--- config.mk ---
export PLATFORM = sky130hd
export DESIGN_NAME = gpio_port_ctl
export DESIGN_NICKNAME = d
export VERILOG_FILES = /design/src/rtl/gpio_pkg.sv /design/src/rtl/gpio_regs.sv /design/src/rtl/gpio_sync.sv /design/src/rtl/gpio_avail.sv /design/src/rtl/gpio_port_ctl.sv
export SDC_FILE = /design/constraint.sdc
export NUM_CORES = 1
export LEC_CHECK = 0
export CORE_MARGIN = 3
export CORE_UTILIZATION = 62
export DETAILED_ROUTE_END_ITERATION = 7
export DONT_BUFFER_PORTS = 1
export PLACE_DENSITY_LB_ADDON = 0.2
export SLEW_MARGIN = 20
export SYNTH_ARGS = -nofsm -noshare
export SYNTH_HDL_FRONTEND = slang
export SYNTH_HIERARCHICAL = 1
export SYNTH_SLANG_ARGS = --single-unit
--- constraint.sdc ---
create_clock -name clk -period 1.7 [get_ports clk]
set_clock_uncertainty 0.1 [all_clocks]
set_input_delay 0.17 -clock clk [delete_from_list [all_inputs] [get_ports clk]]
set_output_delay 0.17 -clock clk [all_outputs]
set_load 0.02 [all_outputs]
--- src/rtl/gpio_pkg.sv ---
package gpio_pkg;
   typedef enum logic [1:0] {
      HOST_PARALLEL = 2'b00,
      HOST_SPI      = 2'b01,
      HOST_UART     = 2'b10,
      HOST_I2C      = 2'b11
   } host_mode_e;
endpackage

--- src/rtl/gpio_regs.sv ---
module gpio_regs #(
   parameter int ADDR_W = 8,
   parameter int DATA_W = 8,
   parameter logic [ADDR_W-1:0] DIR_ADDR = 8'h33,
   parameter logic [ADDR_W-1:0] LVL_ADDR = 8'h34,
   parameter logic [DATA_W-1:0] DIR_RST  = 8'h80,
   parameter logic [DATA_W-1:0] LVL_RST  = 8'h00
) (
   input  logic              clk,
   input  logic              rst,
   input  logic              wr_en,
   input  logic [ADDR_W-1:0] addr,
   input  logic [DATA_W-1:0] wdata,
   output logic [DATA_W-1:0] dir_q,
   output logic [DATA_W-1:0] lvl_q
);
   if (DIR_ADDR == LVL_ADDR) begin : g_bad_map
      $error("gpio_regs: register addresses collide");
   end

   logic hit_dir;
   logic hit_lvl;

   always_comb begin
      hit_dir = wr_en && (addr == DIR_ADDR);
      hit_lvl = wr_en && (addr == LVL_ADDR);
   end

   always_ff @(posedge clk) begin
      if (rst) begin
         dir_q <= DIR_RST;
         lvl_q <= LVL_RST;
      end else begin
         if (hit_dir) dir_q <= wdata;
         if (hit_lvl) lvl_q <= wdata;
      end
   end
endmodule

--- src/rtl/gpio_sync.sv ---
module gpio_sync #(
   parameter int WIDTH  = 7,
   parameter int STAGES = 2
) (
   input  logic             clk,
   input  logic             rst,
   input  logic [WIDTH-1:0] d,
   output logic [WIDTH-1:0] q
);
   if (STAGES < 2) begin : g_bad_depth
      $error("gpio_sync: at least two stages are required");
   end

   logic [WIDTH-1:0] stage_q [STAGES];

   for (genvar s = 0; s < STAGES; s++) begin : g_stage
      if (s == 0) begin : g_first
         always_ff @(posedge clk) begin
            if (rst) stage_q[0] <= '0;
            else     stage_q[0] <= d;
         end
      end else begin : g_next
         always_ff @(posedge clk) begin
            if (rst) stage_q[s] <= '0;
            else     stage_q[s] <= stage_q[s-1];
         end
      end
   end

   assign q = stage_q[STAGES-1];
endmodule

--- src/rtl/gpio_avail.sv ---
module gpio_avail
   import gpio_pkg::*;
#(
   parameter int NPINS      = 7,
   parameter int LIMIT_PINS = 5,
   parameter int CLKOUT_PIN = 1
) (
   input  host_mode_e       mode,
   input  logic             line_en,
   input  logic             clkout_sel,
   output logic [NPINS-1:0] avail
);
   if (LIMIT_PINS > NPINS || CLKOUT_PIN >= NPINS) begin : g_bad_cfg
      $error("gpio_avail: pin limits exceed port width");
   end

   logic serial_mode;
   logic limited;

   always_comb begin
      serial_mode = (mode != HOST_PARALLEL);
      limited     = (mode == HOST_SPI) || ((mode == HOST_UART) && line_en);
   end

   for (genvar p = 0; p < NPINS; p++) begin : g_pin
      logic limit_ok;
      logic clk_ok;
      if (p < LIMIT_PINS) begin : g_low
         assign limit_ok = 1'b1;
      end else begin : g_high
         assign limit_ok = !limited;
      end
      if (p == CLKOUT_PIN) begin : g_clk
         assign clk_ok = !clkout_sel;
      end else begin : g_noclk
         assign clk_ok = 1'b1;
      end
      assign avail[p] = serial_mode && limit_ok && clk_ok;
   end
endmodule

--- src/rtl/gpio_port_ctl.sv ---
module gpio_port_ctl
   import gpio_pkg::*;
#(
   parameter int ADDR_W     = 8,
   parameter int NPINS      = 7,
   parameter int LIMIT_PINS = 5,
   parameter int CLKOUT_PIN = 1,
   parameter int SYNC_STAGES = 2,
   parameter logic [ADDR_W-1:0] DIR_ADDR = 8'h33,
   parameter logic [ADDR_W-1:0] LVL_ADDR = 8'h34,
   localparam int DATA_W = NPINS + 1
) (
   input  logic              clk,
   input  logic              rst,
   input  logic [1:0]        host_mode,
   input  logic              clkout_d1,
   input  logic              wr_en,
   input  logic [ADDR_W-1:0] addr,
   input  logic [DATA_W-1:0] wdata,
   output logic [DATA_W-1:0] rdata,
   input  logic [NPINS-1:0]  pin_in,
   output logic [NPINS-1:0]  pin_oe,
   output logic [NPINS-1:0]  pin_out,
   output logic              aux_line_en
);
   localparam int FLAG_BIT = DATA_W - 1;
   localparam logic [DATA_W-1:0] DIR_RST = DATA_W'(1) << FLAG_BIT;
   localparam logic [DATA_W-1:0] LVL_RST = '0;

   host_mode_e       mode;
   logic [DATA_W-1:0] dir_q;
   logic [DATA_W-1:0] lvl_q;
   logic [NPINS-1:0]  avail;
   logic [NPINS-1:0]  pins_sync;
   logic              io_mode;
   logic              line_en;

   assign mode    = host_mode_e'(host_mode);
   assign io_mode = lvl_q[FLAG_BIT];
   assign line_en = dir_q[FLAG_BIT];

   gpio_regs #(
      .ADDR_W(ADDR_W), .DATA_W(DATA_W),
      .DIR_ADDR(DIR_ADDR), .LVL_ADDR(LVL_ADDR),
      .DIR_RST(DIR_RST), .LVL_RST(LVL_RST)
   ) u_regs (
      .clk(clk), .rst(rst), .wr_en(wr_en), .addr(addr), .wdata(wdata),
      .dir_q(dir_q), .lvl_q(lvl_q)
   );

   gpio_sync #(.WIDTH(NPINS), .STAGES(SYNC_STAGES)) u_sync (
      .clk(clk), .rst(rst), .d(pin_in), .q(pins_sync)
   );

   gpio_avail #(
      .NPINS(NPINS), .LIMIT_PINS(LIMIT_PINS), .CLKOUT_PIN(CLKOUT_PIN)
   ) u_avail (
      .mode(mode), .line_en(line_en), .clkout_sel(clkout_d1), .avail(avail)
   );

   always_comb begin
      pin_oe      = io_mode ? (dir_q[NPINS-1:0] & avail) : '0;
      pin_out     = lvl_q[NPINS-1:0] & pin_oe;
      aux_line_en = line_en && (mode == HOST_UART);
   end

   always_comb begin
      if (addr == DIR_ADDR)
         rdata = dir_q;
      else if (addr == LVL_ADDR)
         rdata = io_mode ? {1'b1, pins_sync} : lvl_q;
      else
         rdata = '0;
   end
endmodule

## Word-level counts from Yosys, hierarchy flattened

Memories as Yosys holds them, arrays and structs flattened.
Index checks and enable logic that the tools add are counted.

| word-level totals | value |
|---|---|
| input bits | 29 |
| logic and storage cells | 29 |
| memories kept | 1 |
| RAM bits | 14 |
| register bits | 16 |

| cells by class | value |
|---|---|
| equality and inequality tests | 4 |
| mux-type cells | 9 |
| bitwise operators | 4 |
| reduce and logical (&&, ||, !) cells | 9 |

Memories:

| name | words | bits a word | rd ports | clocked after Yosys merged registers in | wr ports | RTL line | text |
|---|---|---|---|---|---|---|---|
| u_sync.stage_q | 2 | 7 | 2 | 0 | 2 | gpio_sync.sv:14 | `logic [WIDTH-1:0] stage_q [STAGES];` |

Operator list:

| cell | number |
|---|---|
| 2-to-1 mux 8 bit | 3 |
| 2-to-1 mux 7 bit | 3 |
| equality test 8 x 6 -> 1 bit, second input constant | 2 |
| AND 7 bit | 2 |
| logical AND 1 bit | 5 |
| 2-to-1 mux 1 bit | 3 |
| equality test 2 x 1 -> 1 bit, second input constant | 1 |
| equality test 2 bit, second input constant | 1 |
| logical NOT 1 bit | 2 |
| bitwise OR 1 bit | 2 |
| nonzero test 2 bit | 1 |
| logical OR 1 bit | 1 |

## Depth between registers and ports, before layout

| depth | value |
|---|---|
| depth in word-level cells | 8 |
| mapped depth | 5 |
| gate-level depth less buffers | 4 |

## Hierarchy

Netlist, hierarchy kept.

By module, submodules not included:

| module | area an instance (µm²) | instances | seq. area each (µm²) | cells each |
|---|---|---|---|---|
| gpio_regs | 763.2 | 1 | 320.3 | 71 |
| gpio_sync | 407.9 | 1 | 280.3 | 29 |
| gpio_port_ctl | 345.3 | 1 | 0.0 | 47 |
| gpio_avail | 71.3 | 1 | 0.0 | 9 |

## Least setup slack after synthesis

Ideal clock, no wire load.

| path | value |
|---|---|
| kind | register to output |
| from | register u_regs.dir_q[7] |
| to | output port pin_out[6] |
| data arrival time | 1.161 ns |
| path slack | 0.269 ns |
| cell stages (with the launch flop) | 5 |
| cell sequence | dfxtp_1 a21boi_0 buf_4 and3_1 and2_1 |

| on the way | value |
|---|---|
| cells in the longest elaborated chain, start to end | 7 |

RTL lines:

| item | RTL line | text |
|---|---|---|
| start, declared | gpio_regs.sv:14 | `output logic [DATA_W-1:0] dir_q,` |
| start signal, assigned | gpio_regs.sv:34 | `if (hit_dir) dir_q <= wdata;` |
| logical AND 1 bit | gpio_avail.sv:22 | `limited = (mode == HOST_SPI) \|\| ((mode == HOST_UART) && line_en);` |
| logical OR 1 bit | gpio_avail.sv:22 |  |
| logical NOT 1 bit | -- |  |
| logical AND 1 bit | -- |  |
| net avail[5] | gpio_port_ctl.sv:33 | `logic [NPINS-1:0] avail;` |
| AND 7 bit | gpio_port_ctl.sv:62 | `pin_oe = io_mode ? (dir_q[NPINS-1:0] & avail) : '0;` |
| 2-to-1 mux 7 bit | gpio_port_ctl.sv:62 |  |
| net pin_oe[6] | gpio_port_ctl.sv:22 | `output logic [NPINS-1:0] pin_oe,` |
| AND 7 bit | gpio_port_ctl.sv:63 | `pin_out = lvl_q[NPINS-1:0] & pin_oe;` |
| end, declared | gpio_port_ctl.sv:23 | `output logic [NPINS-1:0] pin_out,` |

The timed path passes the listed nets, and every way through them passes these cells.

## Worst setup path after layout

| path | value |
|---|---|
| from | register u_regs.lvl_q[7] |
| to | output port rdata[3] |

| on the way | value |
|---|---|
| cells in the longest elaborated chain, start to end | 3 |

RTL lines:

| item | RTL line | text |
|---|---|---|
| start, declared | gpio_regs.sv:15 | `output logic [DATA_W-1:0] lvl_q` |
| start signal, assigned | gpio_regs.sv:35 | `if (hit_lvl) lvl_q <= wdata;` |
| 2-to-1 mux 8 bit | gpio_port_ctl.sv:71 | `rdata = io_mode ? {1'b1, pins_sync} : lvl_q;` |
| 2-to-1 mux 8 bit | gpio_port_ctl.sv:70 | `else if (addr == LVL_ADDR)` |
| 2-to-1 mux 8 bit | gpio_port_ctl.sv:68 | `if (addr == DIR_ADDR)` |
| end, declared | gpio_port_ctl.sv:20 | `output logic [DATA_W-1:0] rdata,` |

Every way passes these cells.

==> results.cfg <==
[die]
core_area_um2 = 2320
die_area_um2 = 3200
pin_count = 52
initial_core_util_pct = 68.5
fp.dieW_um = 56.6
die_h_um = 56.6
core.rowCount = 17

[yosys]
netlist_instances = 156
ys_ff_latch = 30
yosysWarnings = 6
synth-edff-count = 0
synth_top_area_share_pct = 37.8
async_reset_ff_share_pct = 0
synth_area_um2 = 1590
yosys.cell_types.count = 29
syn_avg_cell_area_um2 = 10.2
ys_dominant_reg_cell = dfxtp_1
synth_area_leaders = dfxtp_1 38%, mux2i_1 10%, nand2b_1 9.5%, nor2b_2 5.5%, a22oi_1 3.8%
synth_nets = 185
synth-seq-area-share_pct = 37.8
synth_largest_area_cell = dfxtp_1

[detailed_routing]
via_count = 1210
ant_nets = 0
dr.pass1.iters = 4
wl_mm = 3.67
route.detailed.drc = 0
drt_iter0_drc = 38
vias_per_cell = 5.76
wl_per_cell_um = 17.5

[outcome]
status = finished with violations
violations = negative setup slack

[final_layout]
synthToLayoutAreaGrowth_pct = 24.0
fin_nets = 210
n_fill_cell = 117
final_area_um2 = 1970
seqCellArea_um2 = 602
final_common_cell = dfxtp_1
drive_above_1_share_pct = 33.0
num_antenna_cells = 0
layout_common_cells = 29 x dfxtp_1, 24 x nand2b_1, 16 x mux2i_1, 16 x dlygate4sd3_1, 13 x buf_4
multiInputGateArea_um2 = 927

[timing]
period_minus_slack_ns = 1.75
worst_pin_slew_ns = 0.475
clock.fmax_ghz = 0.571
rsz0062_at_grt = true
holdWs_ns = 0.0154
totalNegativeSetupSlack_ns = -0.268
slew-limit-headroom_pct = 68.1
setup_slack_ns = -0.0522
slew_viol_final = 0
finalSetupViolCount = 8
finalHoldViolations = 0
period_share_pct = 103

[hold_path]
min_path_type = in2reg

[clock_network]
clock_path_buffers = 2
clk_latency_ns = 0.31
htreeDepth = 2
root_buffer = clkbuf_4
tritoncts = yes
cts_made_buffers = 5
clk_pin_slew_ns = 0.10
clock-sinks = 30

[grt]
grtUsageTotal_pct = 23.7
overflow = 0
grt_max_degree = 40
antenna_found_initial = 0
grt_pass1_vias = 1280
grt_pass1_wl_mm = 5.82

[place]
gp_congestion = 0.785
hpwl_mm = 2.30
placed_cell_area_um2 = 1600
io_buffers = 0

[power]
ir_drop_uv = 830
p_leak_nw = 0.809
power_density_nw_per_um2 = 700
power_mw = 1.38

[critical_path]
crit_fanout = 7
required_ns = 1.43
crit_path_start_kind = flip-flop
worstSetupPathType = reg2out
end_kind = primary output
arrival_ns = 1.48

[flow_run]
drv_cap = 0
==> stage by stage <==
step                cells  setup slack, ns  util [%]
floorplan             156            0.269         -
global placement      181            0.251      68.8
detailed placement    181            0.208      68.8
CTS                   209          -0.0294      83.2
global route          210           -0.140      84.9
finish                210          -0.0522      84.9
==> what timing repair did <==
action	4_1_cts	5_1_grt
gates cloned	1	0
endpoints found under the setup margin	6	13
pin swaps	5	2
hold buffers	17	0
resized for setup	8	14
setup buffers	2	1
hold endpoints to repair	30	0
==> worst max-delay path, cell delays in order, from the launching register on <==
cell	delay, ns
dfxtp_2	0.37
buf_8	0.13
mux2_4	0.30
a22oi_2	0.14
nor2_1	0.06
buf_4	0.15
==> power breakdown <==
group	leakage (nW)	internal [mW]	switching [mW]
Sequential	0.245	0.718	0.00472
Combinational	0.524	0.0689	0.0489
Clock	0.0395	0.312	0.226
Total	0.809	1.10	0.279
==> kinds of logic (layout without fill, tap and decap cells) <==
| family | after synthesis | after routing | synth area share [%] |
|---|---|---|---|
| AO/OA/AOI/OAI | 9 | 9 | 4.26 |
| multiplexers | 23 | 23 | 15.5 |
| flip-flops | 30 | 30 | 37.8 |
| buffers and inverters | 15 | 41 | 7.17 |
| AND/OR/NAND/NOR | 79 | 79 | 35.2 |
==> registers in the layout, indices dropped and copies added, names as in the netlist <==
name            cells
u_sync/stage_q     14
u_regs/dir_q        8
u_regs/lvl_q        8
==> final timing paths <==
kind                         from              endpoint  slack [ns]  cells past startpoint
min                           rst  u_sync/stage_q[1][3]        0.02                      2
max               u_regs/lvl_q[7]              rdata[3]       -0.05                      5
max reg2reg       u_regs/lvl_q[7]       u_regs/lvl_q[7]        0.61                      4
min reg2reg  u_sync/stage_q[0][5]  u_sync/stage_q[1][5]        0.35                      1
==> synth_stat cells (3+ instances only) <==
cell type and n:
mux2i_1 16, nor2_1 12, and3_1 7, nor2b_2 10
a22oi_1 8, buf_6 5, buf_4 5, nand2b_1 24
nand2_1 3, dfxtp_1 30, clkbuf_1 3, and2b_1 3
and2_1 7, mux2_2 5
==> metal layers <==
layer | GRT usage, % | share of wire [%]
met5 | 0 | 0
met2 | 42.4 | 51
met4 | 11.9 | 2.9
met3 | 5.75 | 6.9
met1 | 25.6 | 39
==> area by class of cell <==
cell class / instances / share of cell area [%]
Tap cell: 28 / 1.78
Sequential cell: 30 / 30.6
Clock buffer: 7 / 2.29
Clock inverter: 1 / 1.53
Timing Repair Buffer: 32 / 16.5
Inverter: 1 / 0.191
Multi-Input combinational cell: 111 / 47.1
Power figures use the tool's default switching activity.
